`config.mk`:
```
export PLATFORM = sky130hd
export DESIGN_NAME = fpr_round_unit
export DESIGN_NICKNAME = d
export VERILOG_FILES = /design/src/rtl/fpr_pkg.sv /design/src/rtl/fpr_decide.sv /design/src/rtl/fpr_incr.sv /design/src/rtl/fpr_pack.sv /design/src/rtl/fpr_round_unit.sv
export SDC_FILE = /design/constraint.sdc
export NUM_CORES = 1
export LEC_CHECK = 0
export ABC_AREA = 1
export BUFFER_PORTS_ARGS = -buffer_cell sky130_fd_sc_hd__buf_2
export CORE_MARGIN = 4
export CORE_UTILIZATION = 30
export DETAILED_ROUTE_END_ITERATION = 8
export SLEW_MARGIN = 5
export SYNTH_ARGS = -nofsm -noshare
export SYNTH_HDL_FRONTEND = slang
export SYNTH_SLANG_ARGS = --single-unit
```
`constraint.sdc`:
```
create_clock -name clk -period 8.4 [get_ports clk]
set_clock_uncertainty 0.05 [all_clocks]
set_input_delay 1.68 -clock clk [delete_from_list [all_inputs] [get_ports clk]]
set_output_delay 1.68 -clock clk [all_outputs]
set_load 0.01 [all_outputs]
```
`src/rtl/fpr_pkg.sv`:
```
package fpr_pkg;
  typedef enum logic [2:0] {
    RM_NEAR_EVEN = 3'd0,
    RM_NEAR_AWAY = 3'd1,
    RM_UP        = 3'd2,
    RM_DOWN      = 3'd3,
    RM_ZERO      = 3'd4
  } rmode_e;

  // Codes beyond the five defined modes fall back to nearest-even
  function automatic rmode_e clean_mode(input logic [2:0] code);
    rmode_e m;
    case (code)
      3'd1: m = RM_NEAR_AWAY;
      3'd2: m = RM_UP;
      3'd3: m = RM_DOWN;
      3'd4: m = RM_ZERO;
      default: m = RM_NEAR_EVEN;
    endcase
    return m;
  endfunction
endpackage

```
`src/rtl/fpr_decide.sv`:
```
module fpr_decide
  import fpr_pkg::*;
(
  input  rmode_e mode,
  input  logic   sign,
  input  logic   lsb,
  input  logic   guard,
  input  logic   sticky,
  output logic   up
);
  logic inexact;
  assign inexact = guard | sticky;

  always_comb begin
    case (mode)
      RM_NEAR_AWAY: up = guard;
      RM_UP:        up = inexact & ~sign;
      RM_DOWN:      up = inexact & sign;
      RM_ZERO:      up = 1'b0;
      default:      up = guard & (sticky | lsb);
    endcase
  end
endmodule

```
`src/rtl/fpr_incr.sv`:
```
module fpr_incr #(
  parameter int EXP_W = 8,
  parameter int SIG_W = 24
) (
  input  logic [EXP_W:0]   exp_in,
  input  logic [SIG_W-1:0] sig_in,
  input  logic             up,
  output logic [EXP_W+1:0] exp_out,
  output logic [SIG_W-2:0] frac_out
);
  logic [SIG_W:0] sum;
  logic           carry;

  assign sum   = {1'b0, sig_in} + {{SIG_W{1'b0}}, up};
  assign carry = sum[SIG_W];

  always_comb begin
    if (carry) begin
      exp_out  = {1'b0, exp_in} + {{(EXP_W+1){1'b0}}, 1'b1};
      frac_out = sum[SIG_W-1:1];
    end else begin
      frac_out = sum[SIG_W-2:0];
      if (exp_in == '0 && sum[SIG_W-1])
        exp_out = {{(EXP_W+1){1'b0}}, 1'b1};
      else
        exp_out = {1'b0, exp_in};
    end
  end
endmodule

```
`src/rtl/fpr_pack.sv`:
```
module fpr_pack
  import fpr_pkg::*;
#(
  parameter int EXP_W = 8,
  parameter int SIG_W = 24,
  localparam int OW   = EXP_W + SIG_W
) (
  input  rmode_e           mode,
  input  logic             sign,
  input  logic             zero,
  input  logic             cancel,
  input  logic [EXP_W+1:0] exp_r,
  input  logic [SIG_W-2:0] frac_r,
  output logic [OW-1:0]    word
);
  localparam logic [EXP_W+1:0] TOP_E = (EXP_W+2)'((1 << EXP_W) - 1);
  localparam logic [EXP_W-1:0] ONES_E = '1;

  logic ovf, hold_max, zsign;

  assign ovf      = exp_r >= TOP_E;
  assign hold_max = (mode == RM_ZERO) || (mode == RM_UP && sign) ||
                    (mode == RM_DOWN && !sign);
  assign zsign    = cancel ? (mode == RM_DOWN) : sign;

  always_comb begin
    if (zero)
      word = {zsign, {(OW-1){1'b0}}};
    else if (ovf && hold_max)
      word = {sign, ONES_E - 1'b1, {(SIG_W-1){1'b1}}};
    else if (ovf)
      word = {sign, ONES_E, {(SIG_W-1){1'b0}}};
    else
      word = {sign, exp_r[EXP_W-1:0], frac_r};
  end
endmodule

```
`src/rtl/fpr_round_unit.sv`:
```
module fpr_round_unit
  import fpr_pkg::*;
#(
  parameter int EXP_W = 8,
  parameter int SIG_W = 24,
  localparam int OW   = EXP_W + SIG_W
) (
  input  logic             clk,
  input  logic             rst,
  input  logic             in_valid,
  output logic             in_ready,
  input  logic             in_sign,
  input  logic [EXP_W:0]   in_exp,
  input  logic [SIG_W-1:0] in_sig,
  input  logic             in_guard,
  input  logic             in_sticky,
  input  logic             in_zero,
  input  logic             in_cancel,
  input  logic [2:0]       in_mode,
  output logic             out_valid,
  input  logic             out_ready,
  output logic [OW-1:0]    out_data
);
  rmode_e           mode;
  logic             up;
  logic [EXP_W+1:0] exp_r;
  logic [SIG_W-2:0] frac_r;
  logic [OW-1:0]    word;
  logic             take;

  assign mode = clean_mode(in_mode);

  fpr_decide u_decide (
    .mode(mode), .sign(in_sign), .lsb(in_sig[0]),
    .guard(in_guard), .sticky(in_sticky), .up(up)
  );

  fpr_incr #(.EXP_W(EXP_W), .SIG_W(SIG_W)) u_incr (
    .exp_in(in_exp), .sig_in(in_sig), .up(up),
    .exp_out(exp_r), .frac_out(frac_r)
  );

  fpr_pack #(.EXP_W(EXP_W), .SIG_W(SIG_W)) u_pack (
    .mode(mode), .sign(in_sign), .zero(in_zero), .cancel(in_cancel),
    .exp_r(exp_r), .frac_r(frac_r), .word(word)
  );

  assign in_ready = !out_valid || out_ready;
  assign take     = in_valid && in_ready;

  always_ff @(posedge clk) begin
    if (rst) begin
      out_valid <= 1'b0;
      out_data  <= '0;
    end else if (take) begin
      out_valid <= 1'b1;
      out_data  <= word;
    end else if (out_ready) begin
      out_valid <= 1'b0;
    end
  end
endmodule

```
==> summary.md <==
| Metric | Value |
|---|---|
| Worst-margin pin slew | 0.721 ns |
| Post-CTS sizing | 0 |
| Synth Warn # | 0 |
| Largest net degree at the start of global routing | 36 |
| Dominant cell type by area after synthesis | dfxtp_1 |
| Maxcap violations | 0 |
| Via density | 4.70 |
| Number of global-route vias before repair | 2807 |
| Async SR Flop Fraction | 0 |
| Reg area | 661 µm² |
| Core area | 8850 µm² |
| CTS buffer count | 5 |
| Worst setup EP type | flop |
| Synth area leaders | dfxtp_1, nand2_1, nand3_2 |
| Syn_nets | 482 |
| Critical Path Start Type | input port |
| R2R Setup Slk | 6.82 ns |
| Synthesized cell area | 2770 µm² |
| Io pins | 79 |
| Multi-input gate area | 1850 µm² |
| Clock Sinks | 33 |
| Starting density of the core | 0.313 |
| Drt total wl | 7700 µm |
| Share of the synthesized area in the top cell type | 0.239 |
| Hold_ws | 0.414 ns |
| Syn_area_per_cell | 6.41 µm² |
| Post-DP HPWL | 6340 µm |
| Util after Layout | 0.371 |
| Final Hold Viols | 0 |
| Adder-cell area share of the yosys netlist | 0.0226 |
| CP max FO | 27 |
| Max stage delay on crit path | 0.56 ns |
| Pleak | 1.58 nW |
| Power, Total | 0.000379 W |
| WS Path Type | input port to flop |
| Die area | 10800 µm² |
| Sequential area share after synthesis | 0.239 |
| Post-synthesis mux area share | 0.00362 |
| H-tree lvl count | 2 |
| Worst skew pair latency | 0.27 ns |
| Final Cycle Share | 0.636 |
| Initial drt markers | 139 |
| Final nets | 551 |
| DP Area | 3200 µm² |
| Antenna violations before repair | 0 |
| Most frequent cells in the layout | nand2_1, buf_2, a21oi_1 |
| Buf/Inv on CP | 3 |
| Layout area overhead | 18.7% |
| Commonest non-fill, non-tap cell in the layout | nand2_1 |
| Required @ worst endpoint | 8.48 ns |
| #FFs+latches synth | 33 |
| Root Buffer | clkbuf_8 |
| DRT antenna net count | 0 |
| Worst VDD drop | 0.0712 mV |
| Run status | completed |
| Antenna cells | 0 |
| Relative slew slack | 0.518 |
| Die W | 104 µm |
| Total gr overflow | 0 |
| Post-synthesis simple-gate area fraction | 0.500 |
| Vias | 2864 |
| Number of core rows | 34 |
| Largest family of logic cells by synthesized area | simple AND/OR/NAND/NOR gates |
| RSZ-0062 raised after global routing | false |
| CTS Buffer Depth | 2 |
| # setup viols final | 0 |
| Worst Path Arrival | 5.42 ns |
| GP Congestion | 0.875 |
| Port Buf Inserts | 78 |
| Setup TNS | 0 ns |
| Die Ht | 104 µm |
| Cell family with most CP delay | simple AND/OR/NAND/NOR gates |
| Fmax | 187 MHz |
| Fin. max-slew vios | 0 |
| Hold_buf cts | 0 |
| Post-synth EDFFs | 0 |
| Tmin final | 5.34 ns |
| Worst hold path type | flop to flop |
| Fill cells | 1007 |
| Drt wl/cell | 12.6 µm |
| Synth cell types | 32 |
| Xor and xnor fraction of the mapped netlist area | 0.0380 |
| Post-CTS Setup Inserts | 0 |
| Drt first pass iters | 4 |
| Syn Inst Count | 432 |
| Clock transition at the registers of the reported paths | 0.07 ns |
| Synth Area in Compound Gates | 0.104 |
| Prevailing post-synth register cell | dfxtp_1 |
| Slowest CP cell | nor2_4 |
| DRC viols | 0 |
| Power per cell area | 115 nW/µm² |
| Layout cells sized above 1 | 0.297 |
| Total Routing Usage GR | 0.139 |
| CTS tree | built |
| First-pass GRT wire length | 12900 µm |
| Final Instance Area | 3280 µm² |
[area by class of cell]
| type | instances | share of cell area |
|---|---|---|
| multi-input combinational | 342 | 0.563 |
| sequential | 33 | 0.201 |
| timing repair buffer | 80 | 0.123 |
| inverter | 39 | 0.0446 |
| tap | 108 | 0.0411 |
| clock buffer | 5 | 0.0210 |
| clock inverter | 3 | 0.00533 |
[per-layer routing]
layer / routed length (µm) / global-route usage / vias up
met4: 0 / 0.00285 / 0
met2: 3730 / 0.255 / 61
met1: 3580 / 0.175 / 1261
li1: - / - / 1542
met3: 381 / 0.0348 / 0
met5: 0 / 0 / -
[Yosys cell counts (5+ instances only)]
library cell,count
a21oi_1,40
buf_6,5
clkbuf_1,7
dfxtp_1,33
ha_1,5
inv_1,36
nand2_1,135
nand3_1,37
nand3_2,30
nand4_1,6
nor2_1,26
nor2_2,6
nor3_1,7
o21ai_0,11
or2_2,7
xor2_1,8
[power breakdown]
| part | switching (W) | internal (W) |
|---|---|---|
| registers | 0.00000400 | 0.000164 |
| clock network | 0.0000558 | 0.0000571 |
| logic | 0.0000616 | 0.0000364 |
[state kept, by name (all words and copies together) (netlist names)]
name       count
out_valid      1
out_data      32
[final timing paths]
path                              startpoint      endpoint  cells after the start
worst max register to register     out_valid   out_data[4]                      7
worst min register to register  out_data[28]  out_data[28]                      2
worst min-delay path            out_data[28]  out_data[28]                      2
worst max-delay path              in_mode[2]  out_data[18]                     25
[tightest hold or removal path: cells and delay by family, from the launching register on]
family           cells  cell delay [ns]
flip-flops           1             0.31
AO/OA/AOI/OAI        1             0.05
AND/OR/NAND/NOR      1             0.06
[logic make-up after synthesis]
logic type	count (synthesis)
AND/OR/NAND/NOR	269
buffers and inverters	57
AO/OA/AOI/OAI	55
flip-flops	33
XOR/XNOR	12
adder cells (fa/ha/maj)	5
multiplexers	1
[stage by stage]
step,setup slack (ns),std cells
floorplan,3.96,432
global placement,2.95,602
detailed placement,2.75,602
CTS,3.05,610
global route,2.56,610
finish,3.06,610
Power figures use the tool's default switching activity.
